--- src/rtl/misc20_core.sv ---
module misc20_core #(
  parameter int DEPTH = 8
) (
  input  logic        clk,
  input  logic        rst_n,
  output logic        mem_req,
  output logic        mem_we,
  output logic [19:0] mem_addr,
  output logic [19:0] mem_wdata,
  input  logic [19:0] mem_rdata,
  input  logic        mem_ready
);
  localparam int PW = $clog2(DEPTH);

  localparam logic [4:0] OP_JMP  = 5'h00, OP_CALL = 5'h01, OP_RET  = 5'h02,
                         OP_BZ   = 5'h03, OP_BNC  = 5'h04, OP_LD   = 5'h08,
                         OP_LDI  = 5'h09, OP_IMM  = 5'h0A, OP_ST   = 5'h0C,
                         OP_STI  = 5'h0D, OP_INV  = 5'h10, OP_XOR  = 5'h11,
                         OP_AND  = 5'h12, OP_ADD  = 5'h13, OP_SHL  = 5'h14,
                         OP_SHR  = 5'h15, OP_MADD = 5'h16, OP_GETA = 5'h18,
                         OP_SETA = 5'h19, OP_DUP  = 5'h1A, OP_DROP = 5'h1B,
                         OP_OVER = 5'h1C;

  logic          exec_q;
  logic [1:0]    slot_q;
  logic [19:0]   iw_q, pc_q, a_q;
  logic [20:0]   t_q;
  logic [20:0]   ds_q [DEPTH];
  logic [19:0]   rs_q [DEPTH];
  logic [PW-1:0] sp_q, rp_q;

  logic [4:0]  op;
  logic [19:0] mask, tgt;
  logic [20:0] s, sum, t_n;
  logic        is_ld, is_st, is_br, taken, step, push, pop;

  always_comb begin
    case (slot_q)
      2'd0: begin op = iw_q[19:15]; mask = 20'h07FFF; end
      2'd1: begin op = iw_q[14:10]; mask = 20'h003FF; end
      2'd2: begin op = iw_q[9:5];   mask = 20'h0001F; end
      default: begin op = iw_q[4:0]; mask = 20'h00000; end
    endcase
  end

  assign tgt   = (pc_q & ~mask) | (iw_q & mask);
  assign s     = ds_q[sp_q];
  assign sum   = {1'b0, t_q[19:0]} + {1'b0, s[19:0]};
  assign is_ld = (op == OP_LD) || (op == OP_LDI) || (op == OP_IMM);
  assign is_st = (op == OP_ST) || (op == OP_STI);
  assign is_br = (op <= OP_BNC);

  assign mem_req   = !exec_q || is_ld || is_st;
  assign mem_we    = exec_q && is_st;
  assign mem_addr  = (!exec_q || op == OP_IMM) ? pc_q : a_q;
  assign mem_wdata = t_q[19:0];
  assign step      = exec_q && (!(is_ld || is_st) || mem_ready);

  always_comb begin
    case (op)
      OP_BZ:   taken = (t_q == 21'd0);
      OP_BNC:  taken = !t_q[20];
      default: taken = 1'b1;
    endcase
  end

  always_comb begin
    t_n  = t_q;
    push = 1'b0;
    pop  = 1'b0;
    case (op)
      OP_LD, OP_LDI, OP_IMM: begin t_n = {1'b0, mem_rdata}; push = 1'b1; end
      OP_ST, OP_STI, OP_SETA, OP_DROP: begin t_n = s; pop = 1'b1; end
      OP_INV:  t_n = ~t_q;
      OP_XOR:  begin t_n = t_q ^ s; pop = 1'b1; end
      OP_AND:  begin t_n = t_q & s; pop = 1'b1; end
      OP_ADD:  begin t_n = sum; pop = 1'b1; end
      OP_SHL:  t_n = {t_q[19:0], 1'b0};
      OP_SHR:  t_n = {1'b0, t_q[20:1]};
      OP_MADD: t_n = t_q[0] ? sum : t_q;
      OP_GETA: begin t_n = {1'b0, a_q}; push = 1'b1; end
      OP_DUP:  push = 1'b1;
      OP_OVER: begin t_n = s; push = 1'b1; end
      default: ;
    endcase
  end

  always_ff @(posedge clk) begin
    if (!rst_n) begin
      exec_q <= 1'b0;
      slot_q <= 2'd0;
      iw_q   <= '0;
      pc_q   <= '0;
      a_q    <= '0;
      t_q    <= '0;
      sp_q   <= '0;
      rp_q   <= '0;
      for (int i = 0; i < DEPTH; i++) begin
        ds_q[i] <= '0;
        rs_q[i] <= '0;
      end
    end else if (!exec_q) begin
      if (mem_ready) begin
        iw_q   <= mem_rdata;
        pc_q   <= pc_q + 20'd1;
        slot_q <= 2'd0;
        exec_q <= 1'b1;
      end
    end else if (step) begin
      t_q <= t_n;
      if (push) begin
        ds_q[sp_q + 1'b1] <= t_q;
        sp_q <= sp_q + 1'b1;
      end else if (pop) begin
        sp_q <= sp_q - 1'b1;
      end
      if (op == OP_LDI || op == OP_STI) a_q <= a_q + 20'd1;
      if (op == OP_SETA) a_q <= t_q[19:0];
      if (op == OP_CALL) begin
        rs_q[rp_q + 1'b1] <= pc_q;
        rp_q <= rp_q + 1'b1;
      end
      if (op == OP_RET) rp_q <= rp_q - 1'b1;
      if (is_br) begin
        exec_q <= 1'b0;
        if (op == OP_RET) pc_q <= rs_q[rp_q];
        else if (taken) pc_q <= tgt;
      end else if (op == OP_IMM) begin
        pc_q <= pc_q + 20'd1;
      end
      if (!is_br) begin
        if (slot_q == 2'd3) exec_q <= 1'b0;
        else slot_q <= slot_q + 2'd1;
      end
    end
  end
endmodule


--- config.mk ---
export PLATFORM = sky130hd
export DESIGN_NAME = misc20_core
export DESIGN_NICKNAME = d
export VERILOG_FILES = /design/src/rtl/misc20_core.sv
export SDC_FILE = /design/constraint.sdc
export NUM_CORES = 1
export LEC_CHECK = 0
export BUFFER_PORTS_ARGS = -buffer_cell sky130_fd_sc_hd__clkbuf_2
export CORE_MARGIN = 2
export CORE_UTILIZATION = 40
export DETAILED_ROUTE_END_ITERATION = 7
export PLACE_DENSITY = 0.58
export SYNTH_ARGS = -nofsm -noshare
export SYNTH_HDL_FRONTEND = slang
export SYNTH_SLANG_ARGS = --single-unit
--- constraint.sdc ---
create_clock -name clk -period 8.1 [get_ports clk]
set_input_delay 0.81 -clock clk [delete_from_list [all_inputs] [get_ports clk]]
set_output_delay 0.81 -clock clk [all_outputs]
set_load 0.02 [all_outputs]
==> flow_metrics.env, run 1 <==
export IMPL_outcome="completed"
export IMPL_finalCriticalPeriod_ps=5710
export IMPL_rsz0062_at_grt="no"
export IMPL_fin_area_um2=25100
export IMPL_synth_main_ff_cell="edfxtp_1"
export IMPL_dpl_instance_area_um2=23700
export IMPL_grt_overflow_total=0
export IMPL_p_per_area_nw_per_um2=209
export IMPL_r2r_start="slot_q[0]"
export IMPL_hold_path_startpoint="mem_rdata[19]"
export IMPL_yosys_register_bits=424
export IMPL_synth_compound_area_frac=0.123
export IMPL_avgSynthCellArea_um2=11.4
export IMPL_worstHoldPathCells=3
export IMPL_synth_warnings=0
export IMPL_synthAdderAreaFrac=0.0189
export IMPL_cp_top_family="simple AND/OR/NAND/NOR gates"
export IMPL_rows=87
export IMPL_antenna_found_initial=1
export IMPL_cts_buffers=47
export IMPL_syn_nets=2059
export IMPL_io_buffers=64
export IMPL_synth_cell_types=92
export IMPL_first_iter_violations=1776
export IMPL_grt_usage=0.240
export IMPL_dr_pass1_iters=6
export IMPL_top_layer_used="met4"
export IMPL_leakage_nw=9.11
export IMPL_die_area_um2=59100
export IMPL_finalMaxSlewViolations=0
export IMPL_grt_pass1_vias=16100
export IMPL_dr_wl_met2_um=33000
export IMPL_start_util=0.405
export IMPL_rr_endpoint="rs_q[6][19]"
export IMPL_worstPathArrival_ps=5900
export IMPL_final_antenna_net_count=0
export IMPL_globalplace_congestion=0.958
export IMPL_cts_tree="done"
export IMPL_synth_simple_area_share=0.176
export IMPL_critPathMaxFanout=26
export IMPL_seq_area_frac_synth=0.515
export IMPL_r2r_cells=11
export IMPL_crit_buf_inv=2
export IMPL_fin_setup_tns_ps=0
export IMPL_cts_sinks=424
export IMPL_postCtsHoldBufs=0
export IMPL_drc_errors=0
export IMPL_critPathRequiredTime_ps=8290
export IMPL_drive_gt1_frac=0.184
export IMPL_hold_ws_ps=446
export IMPL_slew_headroom=0.170
export IMPL_worstPathCellList="inv_1 -> ha_1 -> a21oi_1 -> a21boi_0 -> nor2_1 -> nand2_1 -> nor3_1 -> and2_1 -> buf_4 -> and3_1 -> nand2b_1"
export IMPL_fmax_mhz=175
export IMPL_hold_viol_final=0
export IMPL_via_per_inst=6.06
export IMPL_path_clk_slew_ps=60
export IMPL_grt_max_degree=58
export IMPL_cts_root_buffer="clkbuf_16"
export IMPL_setup_ws_ps=2390
export IMPL_wl_met1_um=30000
export IMPL_multi_input_area_um2=10200
export IMPL_ir_worst_vdd_mv=0.149
export IMPL_fin_skew_ps=50.1
export IMPL_vias=16700
export IMPL_synth_edff_count=328
export IMPL_r2r_setup_slack_ps=2390
export IMPL_grt_pass1_wl_um=107000
export IMPL_final_nets=2023
export IMPL_clkLatencyLatePin_ps=610
export IMPL_drt_total_wl_um=71800
export IMPL_post_dp_hpwl_um=47700
export IMPL_synth_area_top_cells="edfxtp_1, dfxtp_1, mux4_2, and2_1, and3_1"
export IMPL_synth_area_um2=22900
export IMPL_critPathLaunchType="register"
export IMPL_synth_top_family_by_area="simple AND/OR/NAND/NOR gates"
export IMPL_synth_xor_area_frac=0.00881
export IMPL_place_ws_ps=2530
export IMPL_post_cts_resize_count=0
export IMPL_ios=65
export IMPL_die_h_um=243
export IMPL_met3_length_um=6140
export IMPL_finalSetupViolCount=0
export IMPL_regArea_um2=11800
export IMPL_syn_instance_count=2002
export IMPL_clock_path_buffers=3
export IMPL_async_reset_ff_frac=0
export IMPL_maxCapViolations=0
export IMPL_crit_type="reg2reg"
export IMPL_cts_setup_buffers=0
export IMPL_holdPathEnd="iw_q[19]"
export IMPL_final_util=0.445
export IMPL_synth_top_cell_area_share=0.431
export IMPL_synthToLayoutAreaGrowth_pct=9.94
export IMPL_htree_num_levels=2
export IMPL_muxShareOfSynthArea=0.116
export IMPL_cpPeakStageDelay_ps=810
export IMPL_hp_class="in2reg"
export IMPL_slowest_stage="nor2_1"
export IMPL_coreArea_um2=56500
export IMPL_fp_dieW_um=243
export IMPL_wire_per_inst_um=26.0
export IMPL_end_kind="register"
export IMPL_fin_crit_sh=0.705
export IMPL_yosysTopAreaCell="edfxtp_1"
export IMPL_fillCellCount=5185
export IMPL_cp_depth=11
export IMPL_tightestPinTransition_ps=1250
-- per-stage QoR --
step	power (W)	instances
after floorplan	0.00298	2002
after global placement	0.00322	2673
after detailed placement	0.00323	2673
after CTS	0.00527	2756
after global routing	0.00542	2756
final	0.00526	2758
-- cells by family (layout without fill, tap and decap cells) --
family | after synthesis | count (layout)
flops | 424 | 424
other cells | 0 | 2
buf+inv | 219 | 217
fa+ha+maj | 34 | 34
compound gates | 410 | 410
mux | 156 | 156
simple gates | 736 | 736
xor+xnor | 23 | 23
-- routing by layer --
layer | GRT usage | up-vias
li1 | - | 7390
met1 | 0.328 | 8362
met2 | 0.378 | 789
met3 | 0.0516 | 175
met4 | 0.0832 | 0
met5 | 0 | -
-- placed cells by master (no fill, tap or decap), drive strengths merged, types with 44 or more instances in the layout --
| cell type | netlist | layout |
|---|---|---|
| edfxtp | 328 | 328 |
| and2 | 248 | 248 |
| nand2 | 147 | 147 |
| clkbuf | 133 | 125 |
| a21oi | 113 | 113 |
| and3 | 106 | 106 |
| dfxtp | 96 | 96 |
| nor2 | 95 | 95 |
| o21ai | 93 | 93 |
| mux4 | 82 | 82 |
| buf | 68 | 52 |
| mux2 | 44 | 44 |
-- sequential cells by signal, summed over array words and instances (netlist names), 3 cells and up, named ones only --
register / cells
a_q: 20
pc_q: 5
rs_q: 160
iw_q: 20
ds_q: 168
rp_q: 3
t_q: 21
sp_q: 3
-- worst max-delay path by stage --
stage               from     endpoint  slack, ps
6_report       slot_q[0]  rs_q[6][19]       2390
5_1_grt        slot_q[0]  rs_q[6][15]       1980
4_1_cts        slot_q[0]  rs_q[6][15]       2460
3_5_place_dp   slot_q[0]  rs_q[6][13]       2530
3_3_place_gp   slot_q[0]  rs_q[6][10]       2710
2_1_floorplan  slot_q[0]   ds_q[6][0]       3830
-- worst min-delay path: stages --
cell and delay [ps]:
clkbuf_2 90, nand2_1 50, a21oi_1 50
-- synth_stat cells, types with 7 or more instances --
| library cell | n |
|---|---|
| nor3_2 | 7 |
| and2_1 | 247 |
| a21oi_1 | 111 |
| xnor2_1 | 14 |
| o22ai_1 | 14 |
| nand2_1 | 141 |
| nor2b_1 | 8 |
| nand2b_1 | 13 |
| a211oi_1 | 14 |
| clkbuf_1 | 125 |
| nand3_1 | 42 |
| nand4_1 | 9 |
| inv_1 | 17 |
| a221oi_1 | 13 |
| xor2_1 | 9 |
| mux4_2 | 82 |
| o21ai_0 | 91 |
| a21o_1 | 12 |
| a222oi_1 | 8 |
| buf_2 | 37 |
| a22oi_1 | 20 |
| clkbuf_2 | 8 |
| buf_4 | 25 |
| nor4_1 | 10 |
| nor3_1 | 26 |
| nand3b_1 | 11 |
| nor2_1 | 94 |
| o211ai_1 | 12 |
| edfxtp_1 | 328 |
| and3_1 | 106 |
| dfxtp_1 | 96 |
| o21a_1 | 10 |
| mux2_2 | 43 |
| o31ai_1 | 8 |
| a31oi_1 | 17 |
| mux2i_1 | 28 |
| ha_1 | 33 |
-- layout make-up --
cell class                      instances  share of cell area
Inverter                               18             0.00269
Sequential cell                       424               0.469
Clock inverter                         22             0.00812
Antenna cell                            2            0.000199
Tap cell                              756              0.0376
Clock buffer                           61              0.0501
Timing Repair Buffer                  116              0.0283
Multi-Input combinational cell       1359               0.404
-- where the power goes --
group	leakage, nW	total (W)	internal, W	switching (W)
logic	4.22	0.000690	0.000230	0.000460
clock network	0.712	0.00206	0.00114	0.000924
registers	4.17	0.00251	0.00242	0.0000879
No activity file was read; power rests on OpenSTA's default activity.
==> run 2, diff against run 1 <==
==> constraint.sdc (replaced) <==
create_clock -name clk -period 5.41 [get_ports clk]
set_input_delay 0.541 -clock clk [delete_from_list [all_inputs] [get_ports clk]]
set_output_delay 0.541 -clock clk [all_outputs]
set_load 0.02 [all_outputs]
==> run 2 against run 1 <==
Compared with the run above:
- combinational power is 48% higher
- maximum frequency is 25% higher
- clock power is 49% higher
- design area is 0.56% higher
- cell count is 0.69% higher
- power is 49% higher
- non-clock buffer count is 17 higher
- via count is 0.11% lower
- global-route usage is 0.085 points lower
- largest power group unchanged
==> flow_metrics.env, run 2 (synthesis results as in run 1) <==
export IMPL_largest_register="ds_q"
export IMPL_crit_type="reg2reg"
export IMPL_fin_crit_sh=0.842
export IMPL_fillCellCount=5093
export IMPL_post_dp_hpwl_um=48800
export IMPL_crit_buf_inv=3
export IMPL_hold_viol_final=0
export IMPL_critPathRequiredTime_ps=5720
export IMPL_rows=87
export IMPL_finalCriticalPeriod_ps=4560
export IMPL_clock_path_buffers=3
export IMPL_seqPwrFrac=0.479
export IMPL_globalplace_congestion=0.936
export IMPL_rsz0062_at_grt="no"
export IMPL_grt_max_degree=58
export IMPL_final_antenna_net_count=0
export IMPL_worstPathArrival_ps=4870
export IMPL_critPathMaxFanout=24
export IMPL_switching_share=0.275
export IMPL_cp_top_family="simple AND/OR/NAND/NOR gates"
export IMPL_worstPathCellList="ha_1 -> inv_2 -> a21o_1 -> nor2_1 -> nand2_1 -> nor3_1 -> and2_1 -> buf_4 -> and3_1 -> nand2b_1 -> buf_12"
export IMPL_grt_pass1_wl_um=106000
export IMPL_regArea_um2=11800
export IMPL_drt_total_wl_um=71200
export IMPL_cpPeakStageDelay_ps=800
export IMPL_cts_sinks=424
export IMPL_p_int_w=0.00569
export IMPL_fp_dieW_um=243
export IMPL_synthToLayoutAreaGrowth_pct=10.6
export IMPL_end_kind="register"
export IMPL_final_nets=2040
export IMPL_layout_common_cells="edfxtp_1, and2_1, nand2_1"
export IMPL_p_per_area_nw_per_um2=311
export IMPL_outcome="completed"
export IMPL_largest_reg_flops=168
export IMPL_cts_setup_buffers=0
export IMPL_vias=16700
export IMPL_path_clk_slew_ps=60
export IMPL_slowest_stage="nor2_1"
export IMPL_cts_tree="done"
export IMPL_slew_headroom=0.152
export IMPL_drc_errors=0
export IMPL_via_per_inst=6.01
export IMPL_clkLatencyLatePin_ps=600
export IMPL_coreArea_um2=56500
export IMPL_hp_class="in2reg"
export IMPL_reg_largest_list="ds_q x168, rs_q x160, t_q x21"
export IMPL_power_w=0.00785
export IMPL_start_util=0.405
export IMPL_maxCapViolations=0
export IMPL_final_common_cell="edfxtp_1"
export IMPL_multi_input_area_um2=10200
export IMPL_p_switching_w=0.00216
export IMPL_grt_overflow_total=0
export IMPL_die_area_um2=59100
export IMPL_htree_num_levels=2
export IMPL_ios=65
export IMPL_cts_root_buffer="clkbuf_16"
export IMPL_antenna_found_initial=3
export IMPL_die_h_um=243
export IMPL_dpl_instance_area_um2=23800
export IMPL_ir_worst_vdd_mv=0.230
export IMPL_dr_pass1_iters=8
export IMPL_clkPwrFrac=0.391
export IMPL_fin_setup_tns_ps=0
export IMPL_first_iter_violations=1805
export IMPL_critPathLaunchType="register"
export IMPL_leakage_nw=9.18
export IMPL_p_comb_frac=0.130
export IMPL_tightestPinTransition_ps=1260
export IMPL_fmax_mhz=220
export IMPL_fin_skew_ps=42.4
export IMPL_post_cts_resize_count=0
export IMPL_cts_buffers=47
export IMPL_drive_gt1_frac=0.186
export IMPL_grt_pass1_vias=16000
export IMPL_wire_per_inst_um=25.6
export IMPL_finalMaxSlewViolations=0
export IMPL_io_buffers=64
export IMPL_finalSetupViolCount=0
export IMPL_postCtsHoldBufs=0
export IMPL_fin_area_um2=25300
export IMPL_grt_usage=0.239
export IMPL_diodes=0
==> run 2: changes by cell type in the layout (fill, tap and decap cells not counted), sizes merged <==
cell    before  now
buf         52   69
clkbuf     125  131
clkinv      17   15
diode        2    0
==> run 2: final timing paths <==
path / start / endpoint / slack (ps) / cells past startpoint
setup / recovery: slot_q[1] / rs_q[3][3] / 850 / 11
hold / removal: mem_rdata[19] / iw_q[19] / 190 / 3
setup reg to reg: slot_q[1] / rs_q[3][3] / 850 / 11
hold reg to reg: iw_q[17] / iw_q[17] / 480 / 2
==> run 2: per-layer routing <==
layer  global-route usage  share of wire  vias up
met4               0.0991          0.046        4
met5                    0        0.00037        -
met2                0.363           0.44      799
li1                     -              -     7438
met1                0.335           0.42     8286
met3               0.0488          0.086      171
==> run 2: power groups by stage <==
stage                     Sequential [W]  Combinational [W]  Clock [W]
after floorplan                  0.00374           0.000727          0
after global placement           0.00383           0.000998          0
after detailed placement         0.00383            0.00100          0
after CTS                        0.00376            0.00101    0.00312
after global routing             0.00378            0.00109    0.00324
final                            0.00376            0.00102    0.00307
==> run 2: through the flow <==
step | util | std cells | worst slack [ps] | hold WS, ps
floorplan | - | 2002 | 1140 | 436
global placement | 0.422 | 2690 | 1010 | 461
detailed placement | 0.422 | 2690 | 952 | 467
CTS | 0.447 | 2777 | 897 | 171
global route | 0.447 | 2777 | 554 | 176
finish | 0.447 | 2777 | 855 | 190
==> run 2: worst reg2reg max path: cells and delay by family (launching register included) <==
family                     cells  cell delay, ps
buffers and inverters          3             740
AOI/OAI and AO/OA              1             380
adders and majority gates      1             440
and+or+nand+nor                6            2300
DFF                            1             390
==> run 2: area by class of cell <==
type / instances / area share
timing repair buffer: 133 / 0.0342
sequential: 424 / 0.466
multi-input combinational: 1359 / 0.402
clock buffer: 67 / 0.0511
clock inverter: 20 / 0.00639
inverter: 18 / 0.00267
tap: 756 / 0.0374
==> run 3, diff against run 2 <==
--- a/config.mk
+++ b/config.mk
@@ -9,7 +9,7 @@
 export CORE_MARGIN = 2
 export CORE_UTILIZATION = 40
 export DETAILED_ROUTE_END_ITERATION = 7
-export PLACE_DENSITY = 0.58
+export PLACE_DENSITY = 0.6
 export SYNTH_ARGS = -nofsm -noshare
 export SYNTH_HDL_FRONTEND = slang
 export SYNTH_SLANG_ARGS = --single-unit
==> constraint.sdc (replaced) <==
create_clock -name clk -period 3.95 [get_ports clk]
set_input_delay 0.395 -clock clk [delete_from_list [all_inputs] [get_ports clk]]
set_output_delay 0.395 -clock clk [all_outputs]
set_load 0.02 [all_outputs]
==> run 3 against run 2 <==
Compared with the run above:
- first-iteration DRC count grew 2.7%
- routed wire length shrank 0.31%
- global-route usage is essentially flat
- combinational power grew 49%
==> flow_metrics.env, run 3 (synthesis results as in run 1) <==
export IMPL_power_w=0.0109
export IMPL_cts_tree="done"
export IMPL_fmax_mhz=260
export IMPL_p_comb_frac=0.139
export IMPL_place_ws_ps=184
export IMPL_final_nets=2098
export IMPL_wire_per_inst_um=25.0
export IMPL_rows=87
export IMPL_diodes=0
export IMPL_drc_errors=0
export IMPL_hp_class="in2reg"
export IMPL_outcome="completed"
export IMPL_hold_ws_ps=55.5
export IMPL_fin_area_um2=25900
export IMPL_critPathRequiredTime_ps=3560
export IMPL_drive_gt1_frac=0.211
export IMPL_finalCriticalPeriod_ps=3840
export IMPL_dr_pass1_iters=7
export IMPL_grt_busiest_layer="met2"
export IMPL_io_buffers=64
export IMPL_drt_total_wl_um=70900
export IMPL_cts_buffers=46
export IMPL_ios=65
export IMPL_final_common_cell="edfxtp_1"
export IMPL_met2_usage=0.377
export IMPL_largest_register="ds_q"
export IMPL_grt_pass1_vias=16500
export IMPL_fin_skew_ps=30.4
export IMPL_p_switching_w=0.00295
export IMPL_fillCellCount=5150
export IMPL_ir_worst_vdd_mv=0.342
export IMPL_hold_viol_final=0
export IMPL_via_per_inst=5.96
export IMPL_grt_max_degree=58
export IMPL_die_area_um2=59100
export IMPL_synthToLayoutAreaGrowth_pct=13.4
export IMPL_grt_usage=0.239
export IMPL_reg_largest_list="ds_q x168, rs_q x160, t_q x21"
export IMPL_first_iter_violations=1853
export IMPL_grt_overflow_total=0
export IMPL_grt_pass1_wl_um=107000
export IMPL_finalMaxSlewViolations=0
export IMPL_met1_usage=0.335
export IMPL_cts_sinks=424
export IMPL_critPathMaxFanout=20
export IMPL_path_clk_slew_ps=60
export IMPL_cts_root_buffer="clkbuf_16"
export IMPL_clock_path_buffers=3
export IMPL_vias=16900
export IMPL_layout_common_cells="edfxtp_1, and2_1, nand2_1"
export IMPL_worstPathArrival_ps=3450
export IMPL_crit_type="reg2out"
export IMPL_dpl_instance_area_um2=24400
export IMPL_finalSetupViolCount=0
export IMPL_globalplace_congestion=0.977
export IMPL_start_util=0.405
export IMPL_largest_reg_flops=168
export IMPL_fin_setup_tns_ps=0
export IMPL_htree_num_levels=2
export IMPL_die_h_um=243
export IMPL_maxCapViolations=0
export IMPL_leakage_nw=9.55
export IMPL_grtUsageMet3=0.0360
export IMPL_coreArea_um2=56500
export IMPL_rsz0062_at_grt="yes"
export IMPL_switching_share=0.270
export IMPL_critPathLaunchType="register"
export IMPL_clkLatencyLatePin_ps=590
export IMPL_antenna_found_initial=0
export IMPL_clkPwrFrac=0.394
export IMPL_fp_dieW_um=243
export IMPL_seqPwrFrac=0.467
export IMPL_final_antenna_net_count=0
export IMPL_p_int_w=0.00797
export IMPL_fin_crit_sh=0.972
export IMPL_p_per_area_nw_per_um2=421
export IMPL_postCtsHoldBufs=0
export IMPL_post_dp_hpwl_um=47700
export IMPL_tightestPinTransition_ps=929
export IMPL_end_kind="output port"
export IMPL_slew_headroom=0.375
export IMPL_setup_ws_ps=110
==> run 3: power by group through the flow <==
stage          combinational, W  clock [W]  sequential [W]
4_1_cts                 0.00150    0.00436         0.00509
6_report                0.00152    0.00430         0.00509
2_1_floorplan          0.000998          0         0.00512
5_1_grt                 0.00162    0.00454         0.00511
3_5_place_dp            0.00149          0         0.00518
3_3_place_gp            0.00148          0         0.00518
==> run 3: repair_timing <==
action	in CTS	in global routing
setup buffers	1	1
gates resized for setup	0	5
pin swaps	1	4
endpoints found under the setup margin	11	86
==> run 3: layout make-up <==
cell class | instances | area (µm²) | share of cell area
clock buffers | 60 | 1220 | 0.0472
clock inverters | 24 | 249 | 0.00961
inverters | 18 | 67.6 | 0.00261
multi-input cells | 1359 | 10200 | 0.392
flip-flops and latches | 424 | 11800 | 0.454
well taps | 756 | 946 | 0.0365
repair buffers | 192 | 1490 | 0.0574
==> run 3: routing by layer <==
metal | wire length, µm | up-vias
li1 | - | 7563
met1 | 30000 | 8420
met2 | 32800 | 790
met3 | 5880 | 122
met4 | 2290 | 0
met5 | 0 | -
==> run 3: critical path, cell delays in order, from the launching register on <==
cell	delay (ps)
dfxtp_1	340
inv_1	130
ha_1	310
a222oi_1	230
o41a_1	510
buf_4	190
o31ai_4	250
buf_6	270
mux2_2	430
clkbuf_2	190
==> run 3: per-stage QoR <==
| stage | util | std cells |
|---|---|---|
| after detailed placement | 0.432 | 2747 |
| after global routing | 0.459 | 2833 |
| after floorplan | - | 2002 |
| after global placement | 0.432 | 2747 |
| final | 0.459 | 2833 |
| after CTS | 0.458 | 2832 |
==> run 3: final timing paths <==
kind                                     from      endpoint  slack [ps]  cells past startpoint
worst max-delay path                slot_q[0]  mem_addr[12]         110                      9
worst min-delay path            mem_rdata[12]      iw_q[12]          60                      3
worst max register to register      slot_q[0]   rs_q[5][13]         130                     13
worst min register to register       iw_q[15]      iw_q[15]         470                      2
